[src/rtl/secure_rtc_pkg.sv]
// Package: register word addresses and bit positions shared by the
// secure seconds counter, its checker and its bench.
package secure_rtc_pkg;

    typedef enum logic [2:0] {
        RA_SEC  = 3'd0,
        RA_FRAC = 3'd1,
        RA_ALM  = 3'd2,
        RA_ALMF = 3'd3,
        RA_CTRL = 3'd4,
        RA_STAT = 3'd5,
        RA_IEN  = 3'd6
    } reg_addr_e;

    localparam int CTRL_EN_BIT   = 3;
    localparam int CTRL_SOFT_BIT = 17;
    localparam int CTRL_HARD_BIT = 18;

    localparam int STAT_FAIL_BIT = 0;
    localparam int STAT_NV_BIT   = 1;
    localparam int STAT_OVF_BIT  = 2;
    localparam int STAT_ALM_BIT  = 4;

    localparam int IEN_ALM_BIT   = 4;

endpackage

[src/rtl/secure_rtc_counter.sv]
// Module: seconds and fraction time base.
// The fraction advances on every run_i cycle. A carry out of the fraction
// steps the seconds word in the same cycle. A register write to a word has
// priority over counting for that word only. Assumes run_i is already
// gated by every stop condition.
module secure_rtc_counter #(
    parameter int SEC_W  = 32,
    parameter int FRAC_W = 15
) (
    input  logic              clk,
    input  logic              rst_n,
    input  logic              run_i,
    input  logic              wr_sec_i,
    input  logic              wr_frac_i,
    input  logic [SEC_W-1:0]  sec_wdata_i,
    input  logic [FRAC_W-1:0] frac_wdata_i,
    output logic [SEC_W-1:0]  sec_o,
    output logic [FRAC_W-1:0] frac_o,
    output logic              step_o,
    output logic              wrap_o
);
    localparam logic [FRAC_W-1:0] FRAC_MAX = '1;
    localparam logic [SEC_W-1:0]  SEC_MAX  = '1;

    logic [SEC_W-1:0]  sec_q;
    logic [FRAC_W-1:0] frac_q;
    logic              carry;

    // Detect fraction carry, counting step of seconds, and full wrap.
    always_comb begin
        carry  = run_i && (frac_q == FRAC_MAX);
        step_o = carry && !wr_sec_i;
        wrap_o = carry && (sec_q == SEC_MAX);
    end

    // Fraction register: write wins, otherwise count.
    always_ff @(posedge clk) begin
        if (!rst_n)         frac_q <= '0;
        else if (wr_frac_i) frac_q <= frac_wdata_i;
        else if (run_i)     frac_q <= frac_q + 1'b1;
    end

    // Seconds register: write wins, otherwise step on fraction carry.
    always_ff @(posedge clk) begin
        if (!rst_n)        sec_q <= '0;
        else if (wr_sec_i) sec_q <= sec_wdata_i;
        else if (carry)    sec_q <= sec_q + 1'b1;
    end

    assign sec_o  = sec_q;
    assign frac_o = frac_q;

endmodule

[src/rtl/secure_rtc_alarm.sv]
// Module: seconds alarm compare and sticky alarm flag.
// The flag is raised only on a counting step whose new seconds value
// equals the alarm word, so a lasting equality raises it once. A write to
// the alarm word in the same cycle suppresses the compare. Setting has
// priority over a clear in the same cycle.
module secure_rtc_alarm #(
    parameter int SEC_W = 32
) (
    input  logic             clk,
    input  logic             rst_n,
    input  logic             step_i,
    input  logic [SEC_W-1:0] sec_i,
    input  logic             wr_alm_i,
    input  logic [SEC_W-1:0] alm_wdata_i,
    input  logic             clr_i,
    output logic [SEC_W-1:0] alm_o,
    output logic             flag_o
);
    logic [SEC_W-1:0] alm_q;
    logic             flag_q;
    logic             hit;

    // Compare the seconds value the step is about to produce.
    always_comb begin
        hit = step_i && !wr_alm_i && ((sec_i + 1'b1) == alm_q);
    end

    // Alarm word: resets to the all-ones "unset" value.
    always_ff @(posedge clk) begin
        if (!rst_n)        alm_q <= '1;
        else if (wr_alm_i) alm_q <= alm_wdata_i;
    end

    // Sticky flag: set on hit, cleared by write-one.
    always_ff @(posedge clk) begin
        if (!rst_n)     flag_q <= 1'b0;
        else if (hit)   flag_q <= 1'b1;
        else if (clr_i) flag_q <= 1'b0;
    end

    assign alm_o  = alm_q;
    assign flag_o = flag_q;

endmodule

[src/rtl/secure_rtc_regs.sv]
// Module: register decode, control/status/enable storage, stop logic and
// read multiplexer.
// Lock bits can only be set. While either lock is set, writes to the time
// words and to the enable bit are dropped. Status flags are write-one-to-clear,
// and a hardware set wins over a same-cycle clear. Assumes DATA_W covers
// the highest control bit.
module secure_rtc_regs
    import secure_rtc_pkg::*;
#(
    parameter int SEC_W  = 32,
    parameter int FRAC_W = 15,
    parameter int DATA_W = 32
) (
    input  logic              clk,
    input  logic              rst_n,
    input  logic              tick_i,
    input  logic              fail_i,
    input  logic              nv_set_i,
    input  logic              wr_en_i,
    input  logic [2:0]        addr_i,
    input  logic [DATA_W-1:0] wdata_i,
    input  logic              wrap_i,
    input  logic              alm_flag_i,
    input  logic [SEC_W-1:0]  sec_i,
    input  logic [FRAC_W-1:0] frac_i,
    input  logic [SEC_W-1:0]  alm_i,
    output logic              run_o,
    output logic              wr_sec_o,
    output logic              wr_frac_o,
    output logic              wr_alm_o,
    output logic              clr_alm_o,
    output logic              ien_o,
    output logic              lock_soft_o,
    output logic              lock_hard_o,
    output logic              ovf_o,
    output logic [DATA_W-1:0] rdata_o
);
    logic en_q, soft_q, hard_q, nv_q, ovf_q, ien_q;
    logic locked;
    logic wr_ctrl, wr_stat, wr_ien;
    logic unused_wdata;

    // Address decode and lock gating of the time-base writes.
    always_comb begin
        locked    = soft_q || hard_q;
        wr_ctrl   = wr_en_i && (addr_i == RA_CTRL);
        wr_stat   = wr_en_i && (addr_i == RA_STAT);
        wr_ien    = wr_en_i && (addr_i == RA_IEN);
        wr_sec_o  = wr_en_i && (addr_i == RA_SEC)  && !locked;
        wr_frac_o = wr_en_i && (addr_i == RA_FRAC) && !locked;
        wr_alm_o  = wr_en_i && (addr_i == RA_ALM);
        clr_alm_o = wr_stat && wdata_i[STAT_ALM_BIT];
        run_o     = tick_i && en_q && !nv_q && !ovf_q && !fail_i;
    end

    // Control: set-only locks, enable frozen while locked.
    always_ff @(posedge clk) begin
        if (!rst_n) begin
            en_q   <= 1'b0;
            soft_q <= 1'b0;
            hard_q <= 1'b0;
        end else if (wr_ctrl) begin
            soft_q <= soft_q || wdata_i[CTRL_SOFT_BIT];
            hard_q <= hard_q || wdata_i[CTRL_HARD_BIT];
            if (!locked) en_q <= wdata_i[CTRL_EN_BIT];
        end
    end

    // Not-valid flag: set by pulse, cleared by write-one.
    always_ff @(posedge clk) begin
        if (!rst_n)                               nv_q <= 1'b0;
        else if (nv_set_i)                        nv_q <= 1'b1;
        else if (wr_stat && wdata_i[STAT_NV_BIT]) nv_q <= 1'b0;
    end

    // Overflow flag: set on wrap, cleared by write-one.
    always_ff @(posedge clk) begin
        if (!rst_n)                                ovf_q <= 1'b0;
        else if (wrap_i)                           ovf_q <= 1'b1;
        else if (wr_stat && wdata_i[STAT_OVF_BIT]) ovf_q <= 1'b0;
    end

    // Interrupt enable for the alarm.
    always_ff @(posedge clk) begin
        if (!rst_n)      ien_q <= 1'b0;
        else if (wr_ien) ien_q <= wdata_i[IEN_ALM_BIT];
    end

    // Read multiplexer; alarm fraction and unmapped addresses read zero.
    always_comb begin
        rdata_o = '0;
        case (addr_i)
            RA_SEC:  rdata_o = DATA_W'(sec_i);
            RA_FRAC: rdata_o = DATA_W'(frac_i);
            RA_ALM:  rdata_o = DATA_W'(alm_i);
            RA_CTRL: begin
                rdata_o[CTRL_EN_BIT]   = en_q;
                rdata_o[CTRL_SOFT_BIT] = soft_q;
                rdata_o[CTRL_HARD_BIT] = hard_q;
            end
            RA_STAT: begin
                rdata_o[STAT_FAIL_BIT] = fail_i;
                rdata_o[STAT_NV_BIT]   = nv_q;
                rdata_o[STAT_OVF_BIT]  = ovf_q;
                rdata_o[STAT_ALM_BIT]  = alm_flag_i;
            end
            RA_IEN:  rdata_o[IEN_ALM_BIT] = ien_q;
            default: rdata_o = '0;
        endcase
    end

    assign unused_wdata = ^wdata_i;
    assign ien_o        = ien_q;
    assign lock_soft_o  = soft_q;
    assign lock_hard_o  = hard_q;
    assign ovf_o        = ovf_q;

endmodule

[src/rtl/secure_rtc.sv]
// Module: secure seconds counter with alarm (top).
// Joins the register block, the time base and the alarm compare. The
// interrupt is the alarm flag masked by its enable, with no extra register.
// Assumes tick_i is a single-cycle strobe synchronous to clk.
module secure_rtc #(
    parameter int SEC_W  = 32,
    parameter int FRAC_W = 15,
    parameter int DATA_W = 32
) (
    input  logic              clk,
    input  logic              rst_n,
    input  logic              tick_i,
    input  logic              fail_i,
    input  logic              nv_set_i,
    input  logic              wr_en_i,
    input  logic [2:0]        addr_i,
    input  logic [DATA_W-1:0] wdata_i,
    output logic [DATA_W-1:0] rdata_o,
    output logic              irq_o
);
    logic [SEC_W-1:0]  sec_w, alm_w;
    logic [FRAC_W-1:0] frac_w;
    logic run_w, wr_sec_w, wr_frac_w, wr_alm_w, clr_alm_w;
    logic step_w, wrap_w, alm_flag_w, ien_w;
    logic lock_soft_w, lock_hard_w, ovf_w;

    secure_rtc_regs #(.SEC_W(SEC_W), .FRAC_W(FRAC_W), .DATA_W(DATA_W)) u_regs (
        .clk(clk), .rst_n(rst_n), .tick_i(tick_i), .fail_i(fail_i),
        .nv_set_i(nv_set_i), .wr_en_i(wr_en_i), .addr_i(addr_i),
        .wdata_i(wdata_i), .wrap_i(wrap_w), .alm_flag_i(alm_flag_w),
        .sec_i(sec_w), .frac_i(frac_w), .alm_i(alm_w), .run_o(run_w),
        .wr_sec_o(wr_sec_w), .wr_frac_o(wr_frac_w), .wr_alm_o(wr_alm_w),
        .clr_alm_o(clr_alm_w), .ien_o(ien_w), .lock_soft_o(lock_soft_w),
        .lock_hard_o(lock_hard_w), .ovf_o(ovf_w), .rdata_o(rdata_o)
    );

    secure_rtc_counter #(.SEC_W(SEC_W), .FRAC_W(FRAC_W)) u_counter (
        .clk(clk), .rst_n(rst_n), .run_i(run_w), .wr_sec_i(wr_sec_w),
        .wr_frac_i(wr_frac_w), .sec_wdata_i(wdata_i[SEC_W-1:0]),
        .frac_wdata_i(wdata_i[FRAC_W-1:0]), .sec_o(sec_w), .frac_o(frac_w),
        .step_o(step_w), .wrap_o(wrap_w)
    );

    secure_rtc_alarm #(.SEC_W(SEC_W)) u_alarm (
        .clk(clk), .rst_n(rst_n), .step_i(step_w), .sec_i(sec_w),
        .wr_alm_i(wr_alm_w), .alm_wdata_i(wdata_i[SEC_W-1:0]),
        .clr_i(clr_alm_w), .alm_o(alm_w), .flag_o(alm_flag_w)
    );

    // Interrupt: alarm flag gated by its enable.
    always_comb begin
        irq_o = alm_flag_w && ien_w;
    end

endmodule

[config.mk]
export PLATFORM = sky130hd
export DESIGN_NAME = secure_rtc
export DESIGN_NICKNAME = d
export VERILOG_FILES = /design/src/rtl/secure_rtc_pkg.sv /design/src/rtl/secure_rtc_counter.sv /design/src/rtl/secure_rtc_alarm.sv /design/src/rtl/secure_rtc_regs.sv /design/src/rtl/secure_rtc.sv
export SDC_FILE = /design/constraint.sdc
export NUM_CORES = 1
export LEC_CHECK = 0
export BUFFER_PORTS_ARGS = -buffer_cell sky130_fd_sc_hd__clkbuf_2
export CORE_AREA = 5 5 123 125
export DETAILED_ROUTE_END_ITERATION = 8
export DIE_AREA = 0 0 128 130
export SYNTH_ARGS = -nofsm -noshare
export SYNTH_HDL_FRONTEND = slang
export SYNTH_SLANG_ARGS = --single-unit
export TNS_END_PERCENT = 50
[constraint.sdc]
create_clock -name clk -period 8.1 [get_ports clk]
set_input_delay 1.215 -clock clk [delete_from_list [all_inputs] [get_ports clk]]
set_output_delay 1.215 -clock clk [all_outputs]
set_load 0.02 [all_outputs]
After elaboration in Yosys (flattened, before gate mapping) --
Index checks and enable logic that the tools add are counted.
Cells by class: add/sub/neg operators 2, equal/unequal tests 8, mux-type cells 16, bitwise gates (word level) 1, reduce and logical (&&, ||, !) cells 37
Operators by type and width (number):
- $mux W32 | 2
- $pmux W12 S3 | 1
- $add A32 B1 Y32 const B | 1
- $eq A32 B32 Y1 | 1
- $eq A32 B32 Y1 const B | 1
- $mux W15 | 2
- $pmux W13 S2 | 1
- $logic_and A1 B1 Y1 | 21
- $add A15 B1 Y15 const B | 1
- $eq A15 B15 Y1 const B | 1
- $pmux W3 S4 | 1
- $reduce_bool A2 Y1 | 5
- $eq A3 B3 Y1 const B | 3
- $logic_not A1 Y1 | 6
- $mux W1 | 6
- $pmux W2 S3 | 1
- $pmux W1 S5 | 1
- $pmux W1 S4 | 1
- $eq A3 B1 Y1 const B | 1
- $eq A3 B2 Y1 const B | 1
- $logic_not A3 Y1 | 1
- $logic_or A1 B1 Y1 | 3
- $reduce_and A2 Y1 | 1
- $not A1 Y1 | 1
Storage, ports and cells: bits in registers 86, bits of input ports 41, output and inout port bits 33, logic and storage cells 74

Logic depth before layout (Yosys ltp) --
Gate-level depths: netlist of the first run.
depth in word-level cells 9, mapped depth 10, depth with buffers taken out 9

By module --
Synthesis of the first run repeated with hierarchy kept, for this count alone.
Unflattened totals: cells, all modules 829, area, all modules 6568.8 µm²
By module, submodules not included:
- secure_rtc_counter | instances 1, cells an instance 390, area an instance 3078.0 µm², seq. area each 940.9 µm²
- secure_rtc_alarm | instances 1, cells an instance 289, area an instance 2338.5 µm², seq. area each 660.6 µm²
- secure_rtc_regs | instances 1, cells an instance 149, area an instance 1146.1 µm², seq. area each 120.1 µm²
- secure_rtc | instances 1, cells an instance 1, area an instance 6.3 µm², seq. area each 0.0 µm²

Worst setup path after synthesis of the first run --
OpenSTA, ideal clock, no wires.
path type input port to output port, start point input port addr_i[0], end point output port rdata_o[15], data arrival time 2713 ps, data required time 6885 ps, setup slack 4172 ps, cell stages on the path 7, path buffers 3, path through inv_1 -> ha_1 -> clkbuf_1 -> nor2b_1 -> clkbuf_1 -> buf_1 -> a22o_1
Between the ends: word-level cells in the longest chain between the ends 2, elaborated cells on any way between the ends 4, classes of those cells eq/ne: 2; mux: 1; reduce/logical: 1
Ends and longest elaborated chain:
- start, declared | line secure_rtc.sv:16 | input logic [2:0] addr_i,
- $eq A3 B2 Y1, or another cell as far along | line secure_rtc_regs.sv:92 | case (addr_i)
- $pmux W12 S3 (*) | line secure_rtc_regs.sv:92
- end, declared | line secure_rtc.sv:18 | output logic [DATA_W-1:0] rdata_o,
Mark *: on every way between the ends. The rest lies on a longest branch, timed or not.

Worst setup path after layout of the first run --
start point input port addr_i[1], end point output port rdata_o[1]
Between the ends: word-level cells in the longest chain between the ends 2, elaborated cells on any way between the ends 5, classes of those cells eq/ne: 3; mux: 1; reduce/logical: 1
Ends and longest elaborated chain (line):
- $eq A3 B3 Y1, or another cell as far along | secure_rtc_regs.sv:92
- $pmux W3 S4 (*) | secure_rtc_regs.sv:92
Marked as above.

==> impl_metrics.tcl, run 1 <==
set metrics [dict create \
    status "finished clean" \
    path_delay_family "simple AND/OR/NAND/NOR gates" \
    antenna_found_initial 0 \
    cts_resized 0 \
    maxCapViolations 0 \
    p_sw_frac 0.2642 \
    ant_nets 0 \
    cts_tree "yes" \
    cp_num_buf_inv 3 \
    io_buffers 73 \
    fp.dieH_um 130 \
    wl_per_cell_um 18.49 \
    netlist_instances 736 \
    rows 43 \
    cp.required_ns 6.88 \
    grt_setup_unrepaired "false" \
    grt_use_met1 0.2740 \
    clkLatencyLatePin_ns 0.35 \
    yosys.cell_types.count 62 \
    rr_worst_depth 8 \
    multi_input_comb_area_um2 3642 \
    cts_num_sinks 86 \
    grt_max_degree 65 \
    grt_util_all_layers 0.2100 \
    critical_path_peak_fanout 15 \
    htreeDepth 3 \
    crit_cells 7 \
    max_freq_ghz 0.2220 \
    period_minus_slack_ns 4.505 \
    wirelength_um 17460 \
    timing.final.crit_share 0.5561 \
    power.switching_uw 264.4 \
    clkPwrFrac 0.421 \
    p_comb_frac 0.116 \
    cp_slowest_stage_delay_ns 1.01 \
    place.gp.congestion 0.9341 \
    grt_use_met2 0.3577 \
    final_hold_viol_count 0 \
    syn-cell-area_um2 5669 \
    post_cts_buffers 0 \
    ir_drop_mv 0.08863 \
    grt-busiest-layer "met2" \
    met3_usage 0.03193 \
    power.total_uw 1001 \
    numCtsBuffers 9 \
    dpl.hpwl_um 12300 \
    die-area_um2 16640 \
    synth-seq-area-share 0.3037 \
    clk_pin_slew_ns 0.06 \
    r2r_start "u_counter.sec_o[0]" \
    synthTopCellsByArea "dfxtp_1, nand2_1, xnor2_1, a211oi_1, xor2_1" \
    fp.coreArea_um2 13770 \
    fillerInstances 1406 \
    synth-edff-count 0 \
    hold_path.class "reg -> reg" \
    slew_headroom 0.1623 \
    final_cells 944 \
    finalSetupTns_ns 0 \
    syn2layout_area_growth_pct 11.61 \
    critPathArrivalTime_ns 3.29 \
    synthFlopType "dfxtp_1" \
    yosys_warnings 0 \
    avgSynthCellArea_um2 7.703 \
    diodes 0 \
    grt_pass1_wl_um 28220 \
    max-clock-path-buffers 2 \
    nNetsFinal 807 \
    drive_gt1_frac 0.1545 \
    critPathKind "in -> out" \
    p_int_uw 736.2 \
    ff2ff_setup_slack_ns 4.98 \
    clock-root-buffer "clkbuf_16" \
    slew_violations 0 \
    drc_errors 0 \
    synth_largest_area_cell "dfxtp_1" \
    async_reset_ff_frac 0 \
    yosys.area.top_type_share 0.3037 \
    drtIter0Drc 427 \
    start_util 0.4116 \
    seq_area_um2 1722 \
    cp-startpoint "addr_i[1]" \
    start_kind "input port" \
    vias 5509 \
    tightest_slew_ns 1.254 \
    slowest_stage "nor2b_1" \
    drt-pass1-iter-count 5 \
    fp.dieW_um 128 \
    endpoint_kind "primary output" \
    viasPerCell 5.836 \
    worstPathCellList "clkbuf_2 -> inv_1 -> ha_1 -> nor2b_1 -> a22oi_1 -> a21oi_1 -> clkbuf_2" \
    grt_overflow_total 0 \
    io_pins 74 \
    p_seq_frac 0.463 \
    final_util 0.4594 \
    power_density_nw_per_um2 158.1 \
    p_leak_uw 0.002390 \
    cpMostUsedCell "clkbuf_2" \
    reg2reg_to "u_alarm.flag_o" \
    synth.net_count 782 \
    crit_end "rdata_o[1]" \
    setup_violations 0 \
    cts_hold_buf 0 \
    grt_pass1_vias 5371 \
    finClkSkew_ns 0.005143 \
    synth-seq-cells 86 \
    dp.cells 930 \
]
final cells by class:
cell class | count | area share
tap | 180 | 0.03559
clock inverter | 1 | 0.004746
clock buffer | 13 | 0.04113
inverter | 10 | 0.005932
sequential | 86 | 0.2721
timing repair buffer | 79 | 0.06486
multi-input combinational | 575 | 0.5756
sequential cells by signal (all words and copies together) (netlist names):
name                cells
u_regs.ovf_o            1
u_regs.ien_o            1
u_counter.frac_o       15
u_regs.en_q             1
u_counter.sec_o        32
u_alarm.flag_o          1
u_regs.nv_q             1
u_regs.lock_hard_o      1
u_alarm.alm_o          32
u_regs.lock_soft_o      1
cell usage after synthesis (all sizes together), types with 12 or more instances:
master	number
a211oi	44
nand2	120
xnor2	49
xor2	37
nand3	62
a22o	17
nor4	14
nor2	71
nor3	12
dfxtp	86
buf	18
a22oi	18
clkbuf	47
nand4	25
worst min path at each step:
stage,from,depth (start not counted),endpoint
2_1_floorplan,u_alarm.flag_o,2,u_alarm.flag_o
3_3_place_gp,u_regs.lock_soft_o,2,u_regs.lock_soft_o
6_report,u_alarm.alm_o[14],2,u_alarm.alm_o[14]
4_1_cts,u_alarm.alm_o[14],2,u_alarm.alm_o[14]
5_1_grt,u_alarm.alm_o[1],2,u_alarm.alm_o[1]
3_5_place_dp,u_alarm.alm_o[14],2,u_alarm.alm_o[14]
through the flow:
| stage | worst slack [ns] | hold WS, ns | area (µm²) |
|---|---|---|---|
| 3_3_place_gp | 3.642 | 0.4766 | 6037 |
| 2_1_floorplan | 4.172 | 0.4538 | 5669 |
| 5_1_grt | 3.395 | 0.5240 | 6327 |
| 4_1_cts | 3.583 | 0.5060 | 6327 |
| 6_report | 3.595 | 0.5039 | 6327 |
| 3_5_place_dp | 3.597 | 0.4944 | 6037 |
per-layer routing:
metal / vias up / part of all wire
met5: - / 0
met4: 0 / 0.016
met3: 19 / 0.037
met2: 111 / 0.48
met1: 2699 / 0.46
li1: 2680 / -
power by group through the flow:
stage	clock [µW]	sequential (µW)	combinational (µW)
final	422	463	116
after global routing	444	466	127
after CTS	426	463	116
after detailed placement	0	472	115
after global placement	0	472	114
after floorplan	0	458	85.9
cells in the final DEF, fill, tap and decap left out, types with 10 or more instances in the layout:
cell type / synthesis / layout
a21oi_1: 11 / 11
nand4_1: 21 / 21
nand2_1: 120 / 119
clkbuf_2: 0 / 73
a22o_1: 17 / 17
a22oi_1: 18 / 18
nand3_1: 60 / 60
nor3_1: 10 / 10
dfxtp_1: 86 / 86
xor2_1: 37 / 37
a211oi_1: 44 / 44
xnor2_1: 49 / 49
nor2_1: 71 / 71
worst min-delay path, delay by kind of cell (launching register included):
kind             cells  cell delay (ns)
DFF                  1             0.33
and+or+nand+nor      2             0.12
logic make-up (layout without fill, tap and decap cells):
| group | after synthesis | count (layout) | share of synthesized area |
|---|---|---|---|
| muxes | 7 | 7 | 0.01280 |
| AOI/OAI and AO/OA | 133 | 133 | 0.1779 |
| xor gates and xnor gates | 86 | 86 | 0.1329 |
| buffers and inverters | 75 | 103 | 0.05517 |
| DFF | 86 | 86 | 0.3037 |
| and+or+nand+nor | 344 | 344 | 0.3066 |
| adders and majority gates | 5 | 5 | 0.01104 |
Note: power is estimated with default switching activity, not from simulation.
==> run 2: changes to the inputs <==
- ABC_AREA: default -> 1
- CORE_AREA: 5 5 123 125 -> 5 5 124 126
- DIE_AREA: 0 0 128 130 -> 0 0 129 131
- clock period: 8.1 -> 4.5 ns (I/O delays scaled with it)
==> run 2 against run 1 <==
Against the previous run: total power rose by 78%; final cell count is 27% higher; highest routed layer unchanged; worst setup slack got worse by 2.0 ns; largest cell class unchanged.
==> impl_metrics.tcl, run 2 <==
set metrics [dict create \
    status "finished clean" \
    synthTopCellsByArea "dfxtp_1, nand2_1, inv_1, nand3_1, nor2_1" \
    start_kind "input port" \
    grt_setup_unrepaired "false" \
    ir_drop_mv 0.1749 \
    finClkSkew_ns 0.009687 \
    power_density_nw_per_um2 270.4 \
    yosys_warnings 0 \
    cts_resized 0 \
    numCtsBuffers 9 \
    clk_pin_slew_ns 0.07 \
    grt_pass1_vias 5957 \
    place.gp.congestion 0.9108 \
    timing.final.crit_share 0.6543 \
    drt-pass1-iter-count 5 \
    rows 44 \
    dpl.hpwl_um 15030 \
    critPathArrivalTime_ns 2.27 \
    seq_area_um2 1722 \
    max-clock-path-buffers 2 \
    syn-cell-area_um2 5774 \
    final_area_um2 6598 \
    cts_num_sinks 86 \
    slew_headroom 0.2975 \
    diodes 0 \
    finalSetupTns_ns 0 \
    path_delay_family "buffers and inverters" \
    drc_errors 0 \
    start_util 0.4065 \
    grt_max_degree 54 \
    synth_most_common_cell "nand2_1" \
    max_freq_ghz 0.3396 \
    cts_tree "yes" \
    fp.dieW_um 129 \
    io_pins 74 \
    drtIter0Drc 572 \
    fillerInstances 1579 \
    critPathKind "in -> out" \
    clkLatencyLatePin_ns 0.36 \
    final_hold_viol_count 0 \
    post_cts_buffers 0 \
    top_layer "met4" \
    critical_path_peak_fanout 31 \
    vias 6458 \
    power.total_uw 1784 \
    final_common_cell "nand2_1" \
    wl_met3_um 1597 \
    ant_nets 0 \
    clock-root-buffer "clkbuf_16" \
    slowest_stage "buf_4" \
    yosys.area.top_type_share 0.2982 \
    p_leak_uw 0.002910 \
    fp.coreArea_um2 14200 \
    dpl-instance-area_um2 6299 \
    multi_input_comb_area_um2 3467 \
    wirelength_um 20280 \
    synth-seq-cells 86 \
    die-area_um2 16900 \
    maxCapViolations 0 \
    synth-edff-count 0 \
    viasPerCell 5.373 \
    avgSynthCellArea_um2 6.053 \
    synth.net_count 1000 \
    grt_util_all_layers 0.2436 \
    endpoint_kind "primary output" \
    wl_met1_um 8901 \
    wl_per_cell_um 16.87 \
    wl_met2_um 9274 \
    setup_violations 0 \
    io_buffers 73 \
    slew_violations 0 \
    ys_top_cells_by_count "nand2_1, inv_1, nor2_1, dfxtp_1, nand3_1" \
    fp.dieH_um 131 \
    async_reset_ff_frac 0 \
    hold_path.class "reg -> reg" \
    cp_num_buf_inv 5 \
    grt_overflow_total 0 \
    antenna_found_initial 0 \
    worstPathCellList "clkbuf_2 -> inv_1 -> ha_1 -> nand2_1 -> buf_4 -> inv_1 -> a221oi_1 -> nor2_1 -> clkbuf_2" \
    htreeDepth 3 \
    final_cell_mix "nand2_1, inv_1, nor2_1" \
    tightest_slew_ns 1.053 \
    drive_gt1_frac 0.1169 \
    synthFlopType "dfxtp_1" \
    nNetsFinal 1060 \
    cp_slowest_stage_delay_ns 0.40 \
    netlist_instances 954 \
    synth_largest_area_cell "dfxtp_1" \
    grt_pass1_wl_um 31930 \
    cts_hold_buf 0 \
    syn2layout_area_growth_pct 14.26 \
    cp.required_ns 3.83 \
    period_minus_slack_ns 2.944 \
    synth-seq-area-share 0.2982 \
    yosys.cell_types.count 35 \
]
## run 2: cell types whose count changed after synthesis, moves of 20 or more
cell and change:
inv_1 +112, xnor2_1 -46, nand2_1 +215, nor2_1 +20
o211ai_1 +31, a31oi_1 +24, clkbuf_1 -21, o22ai_1 +22
xor2_1 -29, a211oi_1 -44
## run 2: worst reg2reg max path, cell delays in order, from the launching register on
cell and delay (ns):
dfxtp_1 0.40, ha_1 0.19, nand2_1 0.10, nor3_2 0.30, nand2_2 0.19, nor2_1 0.13
nand3_1 0.30, nand2_1 0.39, inv_2 0.30, a221oi_1 0.32, nor2_1 0.06
## run 2: through the flow
stage	hold WS [ns]	instances	setup slack, ns	util
floorplan	0.4376	954	1.937	-
global placement	0.4688	1187	1.604	0.4434
detailed placement	0.4739	1187	1.581	0.4434
CTS	0.4846	1202	1.576	0.4645
global route	0.4948	1202	1.372	0.4645
finish	0.4865	1202	1.556	0.4645
## run 2: final cells by class
type / count / share of cell area
well taps: 184 / 0.03489
multi-input cells: 714 / 0.5255
flip-flops and latches: 86 / 0.2610
repair buffers: 80 / 0.06334
clock buffers: 10 / 0.03622
inverters: 123 / 0.06998
clock inverters: 5 / 0.009103
## run 2: power breakdown
part           internal (µW)  switching [µW]  leakage, µW
sequential               782            19.9     0.000699
clock                    444             338     0.000145
combinational           64.5             136      0.00207
total                   1290             494      0.00291
## run 2: cells by family (layout without fill, tap and decap cells)
| group | after synthesis | after routing | synth area share |
|---|---|---|---|
| xor+xnor | 11 | 11 | 0.01669 |
| buf+inv | 154 | 218 | 0.1014 |
| compound gates | 162 | 162 | 0.1863 |
| fa+ha+maj | 5 | 5 | 0.01083 |
| simple gates | 536 | 536 | 0.3866 |
| flops | 86 | 86 | 0.2982 |
## run 2: per-layer routing
metal / track usage / up-vias
met2: 0.3957 / 237
met4: 0.07844 / 0
met5: 0 / -
met1: 0.3189 / 2913
met3: 0.05976 / 34
li1: - / 3274
## run 2: final timing paths
| check | startpoint | endpoint | slack (ns) | depth (start not counted) |
|---|---|---|---|---|
| max | addr_i[0] | rdata_o[2] | 1.56 | 9 |
| min | u_regs.lock_soft_o | u_regs.lock_soft_o | 0.49 | 2 |
| max reg2reg | u_counter.frac_o[1] | u_counter.sec_o[29] | 1.70 | 10 |
| min reg2reg | u_regs.lock_soft_o | u_regs.lock_soft_o | 0.49 | 2 |
